<file path="config.mk">
export PLATFORM = sky130hd
export DESIGN_NAME = uart_tx_framer
export DESIGN_NICKNAME = d
export VERILOG_FILES = /design/src/rtl/uart_tx_pkg.sv /design/src/rtl/uart_tx_dp.sv /design/src/rtl/uart_tx_ctrl.sv /design/src/rtl/uart_tx_framer.sv
export SDC_FILE = /design/constraint.sdc
export NUM_CORES = 1
export LEC_CHECK = 0
export BUFFER_PORTS_ARGS = -buffer_cell sky130_fd_sc_hd__buf_2
export CAP_MARGIN = 20
export CORE_AREA = 5 5 114 116
export DETAILED_ROUTE_END_ITERATION = 10
export DIE_AREA = 0 0 119 121
export GPL_TIMING_DRIVEN = 0
export PLACE_DENSITY_LB_ADDON = 0.05
export REMOVE_ABC_BUFFERS = 1
export SETUP_SLACK_MARGIN = 0.4
export SYNTH_ARGS = -nofsm -noshare
export SYNTH_HDL_FRONTEND = slang
export SYNTH_SLANG_ARGS = --single-unit
</file>
<file path="constraint.sdc">
create_clock -name clk -period 4.35 [get_ports clk]
set_input_delay 0.87 -clock clk [delete_from_list [all_inputs] [get_ports clk]]
set_output_delay 0.87 -clock clk [all_outputs]
set_load 0.01 [all_outputs]
</file>
<file path="src/rtl/uart_tx_pkg.sv">
package uart_tx_pkg;

  // control word bit positions
  localparam int CTL_TXRST   = 1;
  localparam int CTL_EN      = 4;
  localparam int CTL_DIS     = 5;
  localparam int CTL_BRK_ON  = 7;
  localparam int CTL_BRK_OFF = 8;

  // strobes from control to datapath
  typedef struct packed {
    logic flush;    // empty queue, abort frame
    logic load;     // pop head, start a new frame
    logic advance;  // move to next bit of current frame
  } txStrobe_t;

endpackage

</file>
<file path="src/rtl/uart_tx_dp.sv">
module uart_tx_dp
  import uart_tx_pkg::*;
#(
  parameter int DATA_W = 8,
  parameter int DEPTH  = 16
) (
  input  logic              clk,
  input  logic              rst_n,
  input  txStrobe_t         strobe,
  input  logic              wrEn,
  input  logic [DATA_W-1:0] wrData,
  input  logic [7:0]        mode,
  input  logic              brkOn,
  output logic              txLine,
  output logic              fifoEmpty,
  output logic              fifoFull,
  output logic              busy,
  output logic              lastBit
);

  localparam int PTR_W   = (DEPTH > 1) ? $clog2(DEPTH) : 1;
  localparam int CNT_W   = $clog2(DEPTH + 1);
  localparam int FRAME_W = DATA_W + 4;
  localparam int BITS_W  = $clog2(FRAME_W + 1);

  // ---------------- transmit FIFO ----------------
  logic [DATA_W-1:0] mem [DEPTH];
  logic [PTR_W-1:0]  wrPtr, rdPtr;
  logic [CNT_W-1:0]  count;
  logic              push, pop;

  assign fifoEmpty = (count == '0);
  assign fifoFull  = (count == CNT_W'(DEPTH));
  assign push      = wrEn & ~fifoFull & ~strobe.flush;
  assign pop       = strobe.load;

  always_ff @(posedge clk) begin
    if (push) mem[wrPtr] <= wrData;
  end

  always_ff @(posedge clk or negedge rst_n) begin
    if (!rst_n) begin
      wrPtr <= '0;
      rdPtr <= '0;
      count <= '0;
    end else if (strobe.flush) begin
      wrPtr <= '0;
      rdPtr <= '0;
      count <= '0;
    end else begin
      if (push) wrPtr <= (wrPtr == PTR_W'(DEPTH - 1)) ? '0 : wrPtr + 1'b1;
      if (pop)  rdPtr <= (rdPtr == PTR_W'(DEPTH - 1)) ? '0 : rdPtr + 1'b1;
      count <= count + CNT_W'(push) - CNT_W'(pop);
    end
  end

  // ---------------- frame builder ----------------
  logic [DATA_W-1:0]  headData, dataMasked;
  logic [BITS_W-1:0]  nData, frameLen;
  logic [FRAME_W-1:0] frame;
  logic               parOn, parBit, twoStop;
  logic               unusedModeBit;

  assign headData      = mem[rdPtr];
  assign unusedModeBit = mode[0];

  always_comb begin
    case (mode[2:1])
      2'b10:   nData = BITS_W'(DATA_W - 1);
      2'b11:   nData = BITS_W'(DATA_W - 2);
      default: nData = BITS_W'(DATA_W);
    endcase
    dataMasked = '0;
    for (int i = 0; i < DATA_W; i++)
      if (i < int'(nData)) dataMasked[i] = headData[i];
    parOn = ~mode[5];
    case (mode[4:3])
      2'b00:   parBit = ^dataMasked;
      2'b01:   parBit = ~^dataMasked;
      2'b10:   parBit = 1'b0;
      default: parBit = 1'b1;
    endcase
    twoStop = (mode[7:6] == 2'b10);
    frame    = '1;
    frame[0] = 1'b0;
    for (int i = 0; i < DATA_W; i++)
      if (i < int'(nData)) frame[i+1] = headData[i];
    for (int i = 0; i <= DATA_W; i++)
      if (parOn && i == int'(nData)) frame[i+1] = parBit;
    frameLen = BITS_W'(2) + nData + BITS_W'(parOn) + BITS_W'(twoStop);
  end

  // ---------------- bit sequencer ----------------
  logic [FRAME_W-1:0] shiftReg;
  logic [BITS_W-1:0]  bitsLeft;

  always_ff @(posedge clk or negedge rst_n) begin
    if (!rst_n) begin
      shiftReg <= '1;
      bitsLeft <= '0;
    end else if (strobe.flush) begin
      shiftReg <= '1;
      bitsLeft <= '0;
    end else if (strobe.load) begin
      shiftReg <= frame;
      bitsLeft <= frameLen;
    end else if (strobe.advance) begin
      shiftReg <= {1'b1, shiftReg[FRAME_W-1:1]};
      bitsLeft <= bitsLeft - 1'b1;
    end
  end

  assign busy    = (bitsLeft != '0);
  assign lastBit = (bitsLeft == BITS_W'(1));
  assign txLine  = busy ? shiftReg[0] : ~brkOn;


  no_overflow_chk: assert property (@(posedge clk) disable iff (!rst_n)
    (wrEn && fifoFull && !pop && !strobe.flush) |=> (fifoFull && count == $past(count)));


  flush_empty_chk: assert property (@(posedge clk) disable iff (!rst_n)
    strobe.flush |=> (fifoEmpty && !busy));


  start_low_chk: assert property (@(posedge clk) disable iff (!rst_n)
    strobe.load |=> (busy && !txLine));


  pop_nonempty_chk: assert property (@(posedge clk) disable iff (!rst_n)
    strobe.load |-> !fifoEmpty);

endmodule

</file>
<file path="src/rtl/uart_tx_ctrl.sv">
module uart_tx_ctrl
  import uart_tx_pkg::*;
#(
  parameter int CTRL_W = 9
) (
  input  logic              clk,
  input  logic              rst_n,
  input  logic              baudTick,
  input  logic              ctrlWr,
  input  logic [CTRL_W-1:0] ctrlWord,
  input  logic              fifoEmpty,
  input  logic              busy,
  input  logic              lastBit,
  output txStrobe_t         strobe,
  output logic              brkOn
);

  logic txEn, flushReq, frameDone, unusedCtrlBits;

  assign unusedCtrlBits = ^{ctrlWord[0], ctrlWord[3:2], ctrlWord[6]};

  always_ff @(posedge clk or negedge rst_n) begin
    if (!rst_n) begin
      txEn  <= 1'b0;
      brkOn <= 1'b0;
    end else if (ctrlWr) begin
      if (ctrlWord[CTL_DIS])     txEn <= 1'b0;
      else if (ctrlWord[CTL_EN]) txEn <= 1'b1;
      if (ctrlWord[CTL_BRK_OFF])     brkOn <= 1'b0;
      else if (ctrlWord[CTL_BRK_ON]) brkOn <= 1'b1;
    end
  end

  assign flushReq  = ctrlWr & ctrlWord[CTL_TXRST];
  assign frameDone = ~busy | lastBit;

  always_comb begin
    strobe.flush   = flushReq;
    strobe.load    = baudTick & frameDone & txEn & ~brkOn & ~fifoEmpty & ~flushReq;
    strobe.advance = baudTick & busy & ~strobe.load & ~flushReq;
  end


  dis_priority_chk: assert property (@(posedge clk) disable iff (!rst_n)
    (ctrlWr && ctrlWord[CTL_DIS]) |=> !txEn);


  no_midframe_start_chk: assert property (@(posedge clk) disable iff (!rst_n)
    (busy && !lastBit) |-> !strobe.load);


  brk_off_chk: assert property (@(posedge clk) disable iff (!rst_n)
    (ctrlWr && ctrlWord[CTL_BRK_OFF]) |=> !brkOn);

endmodule

</file>
<file path="src/rtl/uart_tx_framer.sv">
module uart_tx_framer
  import uart_tx_pkg::*;
#(
  parameter int DATA_W = 8,
  parameter int DEPTH  = 16,
  parameter int CTRL_W = 9
) (
  input  logic              clk,
  input  logic              rst_n,
  input  logic              baudTick,
  input  logic              wrEn,
  input  logic [DATA_W-1:0] wrData,
  input  logic              ctrlWr,
  input  logic [CTRL_W-1:0] ctrlWord,
  input  logic [7:0]        mode,
  output logic              txLine,
  output logic              fifoEmpty,
  output logic              fifoFull
);

  txStrobe_t strobe;
  logic      brkOn, busy, lastBit;

  uart_tx_ctrl #(.CTRL_W(CTRL_W)) u_ctrl (
    .clk(clk), .rst_n(rst_n), .baudTick(baudTick),
    .ctrlWr(ctrlWr), .ctrlWord(ctrlWord), .fifoEmpty(fifoEmpty),
    .busy(busy), .lastBit(lastBit), .strobe(strobe), .brkOn(brkOn)
  );

  uart_tx_dp #(.DATA_W(DATA_W), .DEPTH(DEPTH)) u_dp (
    .clk(clk), .rst_n(rst_n), .strobe(strobe),
    .wrEn(wrEn), .wrData(wrData), .mode(mode), .brkOn(brkOn),
    .txLine(txLine), .fifoEmpty(fifoEmpty), .fifoFull(fifoFull),
    .busy(busy), .lastBit(lastBit)
  );

endmodule

</file>
### Word-level counts from Yosys, hierarchy flattened

Memory sizes are Yosys's and may differ from the RTL's.
Cells that the tools add are included.

| cells by class | value |
|---|---|
| $add $sub $neg | 8 |
| magnitude comparators | 8 |
| equal/unequal tests | 17 |
| mux-type cells | 47 |
| bitwise logic cells | 19 |
| reduce and logical (&&, ||, !) cells | 22 |

Operators by type and width:

| kind | count |
|---|---|
| 2-to-1 mux 12 bit | 3 |
| 2-to-1 mux 4 bit | 9 |
| 2-to-1 mux 1 bit | 32 |
| equality test 4 bit (first input constant) | 5 |
| < comparator 3 x 4 -> 1 bit (first input constant) | 4 |
| bitwise AND 1 bit | 11 |
| logical AND 1 bit | 9 |
| adder 4 x 1 -> 4 bit | 2 |
| adder 4 x 1 -> 4 bit (second input constant) | 2 |
| equality test 2 bit (second input constant) | 4 |
| equality test 3 x 4 -> 1 bit (first input constant) | 2 |
| equality test 4 bit (second input constant) | 2 |
| < comparator 1 x 4 -> 1 bit (first input constant) | 2 |
| < comparator 2 x 4 -> 1 bit (first input constant) | 2 |
| case mux 4 bit (2 select lines) | 1 |
| nonzero test 2 bit | 4 |
| XNOR reduction 8 bit | 1 |
| parity 8 bit | 1 |
| inverter 1 bit | 7 |
| adder 5 x 1 -> 5 bit | 1 |
| equality test 5 bit (second input constant) | 1 |
| logical NOT 5 bit | 1 |
| 2-to-1 mux 5 bit | 1 |
| subtractor 5 x 1 -> 5 bit | 1 |
| 12 further kinds | 13 |

| word-level totals | value |
|---|---|
| register bits after elaboration | 31 |
| memory bits (writable) | 128 |
| input port bits | 30 |
| memories | 1 |

Memory list:

| name | depth | bits a word | rd ports | clocked after Yosys merged registers in | wr ports | line | text |
|---|---|---|---|---|---|---|---|
| u_dp.mem | 16 | 8 | 1 | 0 | 1 | uart_tx_dp.sv:27 | `logic [DATA_W-1:0] mem [DEPTH];` |

### Depth between registers and ports, before layout

| logic depth | value |
|---|---|
| word-level depth | 14 |
| depth in mapped cells | 17 |
| gate-level depth less buffers | 15 |

### Hierarchy

From an unflattened synthesis, not the netlist that was laid out.

| unflattened totals | value |
|---|---|
| cells, all modules | 444 |
| area total of the unflattened synthesis | 6922.9 µm² |

Modules (own cells, without submodules):

| module | instances | cells an instance | area an instance (µm²) | sequential area each (µm²) |
|---|---|---|---|---|
| uart_tx_dp | 1 | 431 | 6801.5 | 4531.8 |
| uart_tx_ctrl | 1 | 13 | 121.4 | 50.0 |

### Worst setup path before layout

No wires, ideal clock.

| timing | value |
|---|---|
| path type | reg-to-reg |
| start point | register u_dp.count[3] |
| end point | register u_dp.count[4] |
| setup time | 78 ps |
| arrival time | 3279 ps |
| data required time | 4272 ps |
| slack | 993 ps |
| stages on the path, launching flop included | 18 |
| path through | dfrtp_1 -> inv_1 -> ha_1 -> nor4b_1 -> or4_1 -> clkbuf_1 -> clkbuf_1 -> nor2_1 -> ha_1 -> inv_1 -> ha_1 -> inv_1 -> fa_1 -> inv_1 -> a21oi_1 -> nor2_1 -> or3_1 -> a21oi_1 |

| between the ends | value |
|---|---|
| elaborated cells on any way between the ends | 11 |
| classes of those cells | add/sub (2); eq/ne (1); mux (1); bitwise (6); reduce/logical (1) |

RTL lines:

| what | line | text |
|---|---|---|
| start: declaration | uart_tx_dp.sv:29 | `logic [CNT_W-1:0] count;` |
| start signal: assignment | uart_tx_dp.sv:53 | `count <= count + CNT_W'(push) - CNT_W'(pop);` |
| logical NOT 5 bit | uart_tx_dp.sv:32 | `assign fifoEmpty = (count == '0);` |
| via fifoEmpty | uart_tx_framer.sv:17 | `output logic fifoEmpty,` |
| inverter 1 bit | uart_tx_ctrl.sv:39 | `strobe.load = baudTick & frameDone & txEn & ~brkOn & ~fifoEmpty & ~flushReq;` |
| bitwise AND 1 bit (2 in a row) | uart_tx_ctrl.sv:39 |  |
| subtractor 5 x 1 -> 5 bit | uart_tx_dp.sv:53 |  |
| 2-to-1 mux 5 bit | uart_tx_dp.sv:46 | `end else if (strobe.flush) begin` |

The timed path passes the listed nets, and every way through them passes these cells.
A chain may end at the register's enable or synchronous reset.

### Final worst setup path

| timing | value |
|---|---|
| start point | register u_dp.rdPtr[0] |
| end point | register u_dp.shiftReg[9] |

| between the ends | value |
|---|---|
| cells in the longest elaborated chain, start to end | 7 |
| elaborated cells on any way between the ends | 15 |
| classes of those cells | mux (12); reduce/logical (2); memory (1) |

Ends and longest elaborated chain:

| what | line | text |
|---|---|---|
| start: declaration | uart_tx_dp.sv:28 | `logic [PTR_W-1:0] wrPtr, rdPtr;` |
| start signal: assignment | uart_tx_dp.sv:52 | `if (pop) rdPtr <= (rdPtr == PTR_W'(DEPTH - 1)) ? '0 : rdPtr + 1'b1;` |
| memory (16 x 8 bit) (*) | n/a |  |
| 2-to-1 mux 1 bit | uart_tx_dp.sv:75 | `if (i < int'(nData)) dataMasked[i] = headData[i];` |
| XNOR reduction 8 bit or parity 8 bit (tied branches) | uart_tx_dp.sv:79, uart_tx_dp.sv:78 |  |
| case mux 1 bit (3 select lines) (*) | uart_tx_dp.sv:77 | `case (mode[4:3])` |
| 2-to-1 mux 1 bit (*) | uart_tx_dp.sv:89 | `if (parOn && i == int'(nData)) frame[i+1] = parBit;` |
| 2-to-1 mux 12 bit (*) | uart_tx_dp.sv:104 | `end else if (strobe.load) begin` |
| 2-to-1 mux 12 bit (*) | uart_tx_dp.sv:101 | `end else if (strobe.flush) begin` |
| end signal: assignment | uart_tx_dp.sv:105 | `shiftReg <= frame;` |
| end signal: assignment | uart_tx_dp.sv:108 | `shiftReg <= {1'b1, shiftReg[FRAME_W-1:1]};` |
| end: declaration | uart_tx_dp.sv:94 | `logic [FRAME_W-1:0] shiftReg;` |

Every way passes the cells marked *; elsewhere a longest branch is shown, timed or not.

==> metrics.md <==
| Metric | Value |
|---|---|
| Post-DP HPWL | `approximately 8500 µm` |
| Initial antenna violation count | `0` |
| Number of flops mapped to enable cells by yosys | `roughly 130` |
| Starting Density | `0.583` |
| Max-cap check violation count | `0` |
| Placed insts | `586` |
| Worst hold path class | `input pin to asynchronous set/reset pin` |
| Initial DRC count | `approximately 320` |
| H-Tree Depth | `4` |
| Register area share after synthesis | `0.665` |
| Max transition margin | `0.416` |
| Worst slew pin tran | `876 ps` |
| Outcome | `complete, no violations` |
| Place WS | `between 600 and 700 ps` |
| I/O pin count | `33` |
| Vias in the first global route | `3784` |
| Core area | `about 0.012 mm²` |
| Layout cell share with drive strength beyond 1 | `0.234` |
| CP top delay family | `compound AO/OA/AOI/OAI gates` |
| Final min period | `between 3000 and 4000 ps` |
| CP bufs+invs | `1` |
| Final net count | `between 500 and 600` |
| Gp weighted congestion | `around 0.8` |
| Synth unique cells | `about 50` |
| Clock Skews | `around 7.4 ps` |
| Max Slew Vio Count | `0` |
| Fill cells | `836` |
| Grt ovf | `0` |
| Storage cell area | `roughly 0.0046 mm²` |
| Clock-pin slew on the worst setup and hold paths | `approximately 60 ps` |
| Final antenna-violating net count | `0` |
| Final std cells w/o fill | `roughly 600` |
| Clock sink count | `between 150 and 200` |
| Port bufs | `27` |
| Final WS setup | `668 ps` |
| Worst Setup Start Kind | `register` |
| Slowest cell on crit path | `dfrtp_2` |
| Via count | `3600` |
| First-pass GRT wire length | `about 21000 µm` |
| Worst-skew pair later-pin latency | `roughly 430 ps` |
| Crit Path Max Fanout | `21` |
| Ratio of final minimum period to clock period | `0.847` |
| Area growth from synthesis to layout | `11.3%` |
| Leak | `about 2.7 nW` |
| Die Wd | `approximately 120 µm` |
| Worst path required time | `between 4000 and 5000 ps` |
| Die footprint | `between 0.01 and 0.015 mm²` |
| Yosys warns | `0` |
| Routed len/inst | `20.8 µm` |
| Clock buffer depth | `2` |
| Critical-path cell list | `buf_12 > mux4_2 > a22o_1 > a221oi_2 > xnor2_1 > xnor3_2 > xnor2_2 > o21ai_1 > nor3b_2 > a41oi_2` |
| Root buf cell | `clkbuf_16` |
| DIE HEIGHT | `~120 µm` |
| Cell Area, Synth | `around 0.007 mm²` |
| Via density | `slightly below 6` |
| CP Class | `register to register` |
| FMAX | `0.272 GHz` |
| CP max stage delay | `between 800 and 900 ps` |
| Final Hold Vio Count | `0` |
| Post_cts resized | `0` |
| Worst Setup End Kind | `register` |
| Final setup viols | `0` |
| Total CTS buffers | `17` |
| Crit path DAT | `roughly 4000 ps` |
| Post-Syn Instances | `430` |
| TritonCTS clock tree | `done` |
| Final Util | `0.650` |
| Largest net degree at the start of global routing | `37` |
| Average cell area after synthesis | `~16 µm²` |
| Worst hold slack | `489 ps` |
| Post-synth top flop | `edfxtp_1` |
| GRT Total Usage | `0.198` |
| Multi-input logic area | `0.00212 mm²` |
| Routed wire length | `around 13000 µm` |
| Post-CTS Setup Inserts | `0` |
| Ant diodes | `0` |
| Peak supply drop | `approximately 0.38 mV` |
| RSZ-0062 raised after global routing | `false` |
| Async SR Flop Fraction | `0.185` |
| Remaining DRCs | `0` |
| PD cells | `between 500 and 600 mW/mm²` |
| Initial DRT Pass Iterations | `7` |
| Yosys reg bits | `157` |
| Hold Buf Count CTS | `0` |
| # rows | `40` |
==> layer usage <==
layer	wire length, µm	vias up	part of all wire	global-route usage
li1	-	1690	-	-
met1	5210	1796	0.40	0.247
met2	6590	102	0.51	0.332
met3	889	12	0.069	0.0569
met4	174	0	0.014	0.0724
met5	0	-	0	0
==> final timing paths <==
path / from / slack [ps] / cells after the start / endpoint
min: rst_n / 490 / 1 / u_dp.wrPtr[3]$_DFFE_PN0P_
max reg2reg: u_dp.rdPtr[0]$_DFFE_PN0P_ / 670 / 10 / u_dp.shiftReg[9]$_DFFE_PN1P_
min in group clk: u_ctrl.txEn$_DFFE_PN0P_ / 540 / 2 / u_ctrl.txEn$_DFFE_PN0P_
min reg2reg: u_ctrl.txEn$_DFFE_PN0P_ / 540 / 2 / u_ctrl.txEn$_DFFE_PN0P_
max in group asynchronous: rst_n / 3380 / 1 / u_dp.rdPtr[0]$_DFFE_PN0P_
max: u_dp.rdPtr[0]$_DFFE_PN0P_ / 670 / 10 / u_dp.shiftReg[9]$_DFFE_PN1P_
==> cell families after synthesis <==
group                      share of synthesized area
DFF                                            0.665
xor gates and xnor gates                      0.0211
AOI/OAI and AO/OA                             0.0512
adders and majority gates                     0.0312
buffers and inverters                         0.0290
muxes                                          0.121
and+or+nand+nor                               0.0815
==> power by group <==
part	switching [mW]	leakage, nW	internal, mW
Combinational	0.505	0.950	0.484
Clock	0.607	0.270	0.797
Sequential	0.122	1.50	1.80
==> sequential cells by signal, indices dropped and copies added (netlist names) <==
signal	flops
u_ctrl.txEn	1
u_dp.rdPtr	4
u_dp.wrPtr	4
u_dp.count	5
u_ctrl.brkOn	1
u_dp.shiftReg	10
u_dp.bitsLeft	4
u_dp.mem	128
==> synthesized netlist by cell type (all sizes together), types with 3 or more instances <==
cell type / instances / area (µm²)
a211oi: 3 / 22.5
a21oi: 18 / 90.1
a22o: 4 / 35.0
a22oi: 4 / 30.0
and2: 20 / 125
buf: 13 / 106
clkbuf: 7 / 30.0
dfrtp: 19 / 475
dfstp: 10 / 263
edfxtp: 128 / 3840
ha: 14 / 175
inv: 17 / 63.8
mux2i: 8 / 80.1
mux4: 33 / 754
nand2: 44 / 165
nand2b: 3 / 18.8
nand3: 7 / 35.0
nor2: 18 / 67.6
nor2b: 3 / 18.8
nor3: 3 / 20.0
nor3b: 3 / 27.5
nor4: 3 / 18.8
o21ai: 13 / 65.1
xnor2: 6 / 60.1
xor2: 7 / 61.3
==> cells in the final DEF (no fill, tap or decap), types with 3 or more instances in the layout <==
| cell type | count |
|---|---|
| ha_1 | 14 |
| nand2_1 | 44 |
| a211oi_1 | 3 |
| nand2b_1 | 3 |
| nand3_1 | 7 |
| inv_6 | 5 |
| xnor2_1 | 5 |
| inv_1 | 17 |
| nor2b_1 | 3 |
| xor2_1 | 7 |
| buf_2 | 27 |
| a21oi_1 | 18 |
| o21ai_0 | 7 |
| and2_1 | 20 |
| a22oi_1 | 4 |
| nor2_1 | 18 |
| mux4_1 | 3 |
| o21ai_1 | 6 |
| dfrtp_1 | 17 |
| mux2i_1 | 8 |
| mux4_2 | 30 |
| edfxtp_1 | 128 |
| a22o_1 | 4 |
| dfstp_2 | 10 |
| clkbuf_16 | 17 |
==> cell type report <==
class / count / area share
sequential: 157 / 0.598
multi-input combinational: 236 / 0.276
clock buffer: 17 / 0.0554
tap: 147 / 0.0240
timing repair buffer: 29 / 0.0212
clock inverter: 14 / 0.0178
inverter: 17 / 0.00832
==> through the flow <==
step / setup TNS [ps] / power, mW / area [µm²]
finish: 0 / 4.32 / 7670
global route: 0 / 4.57 / 7670
CTS: 0 / 4.36 / 7670
floorplan: 0 / 2.69 / 6760
detailed placement: 0 / 2.95 / 7110
global placement: -906 / 2.92 / 7070
Note: power is estimated with default switching activity, not from simulation.
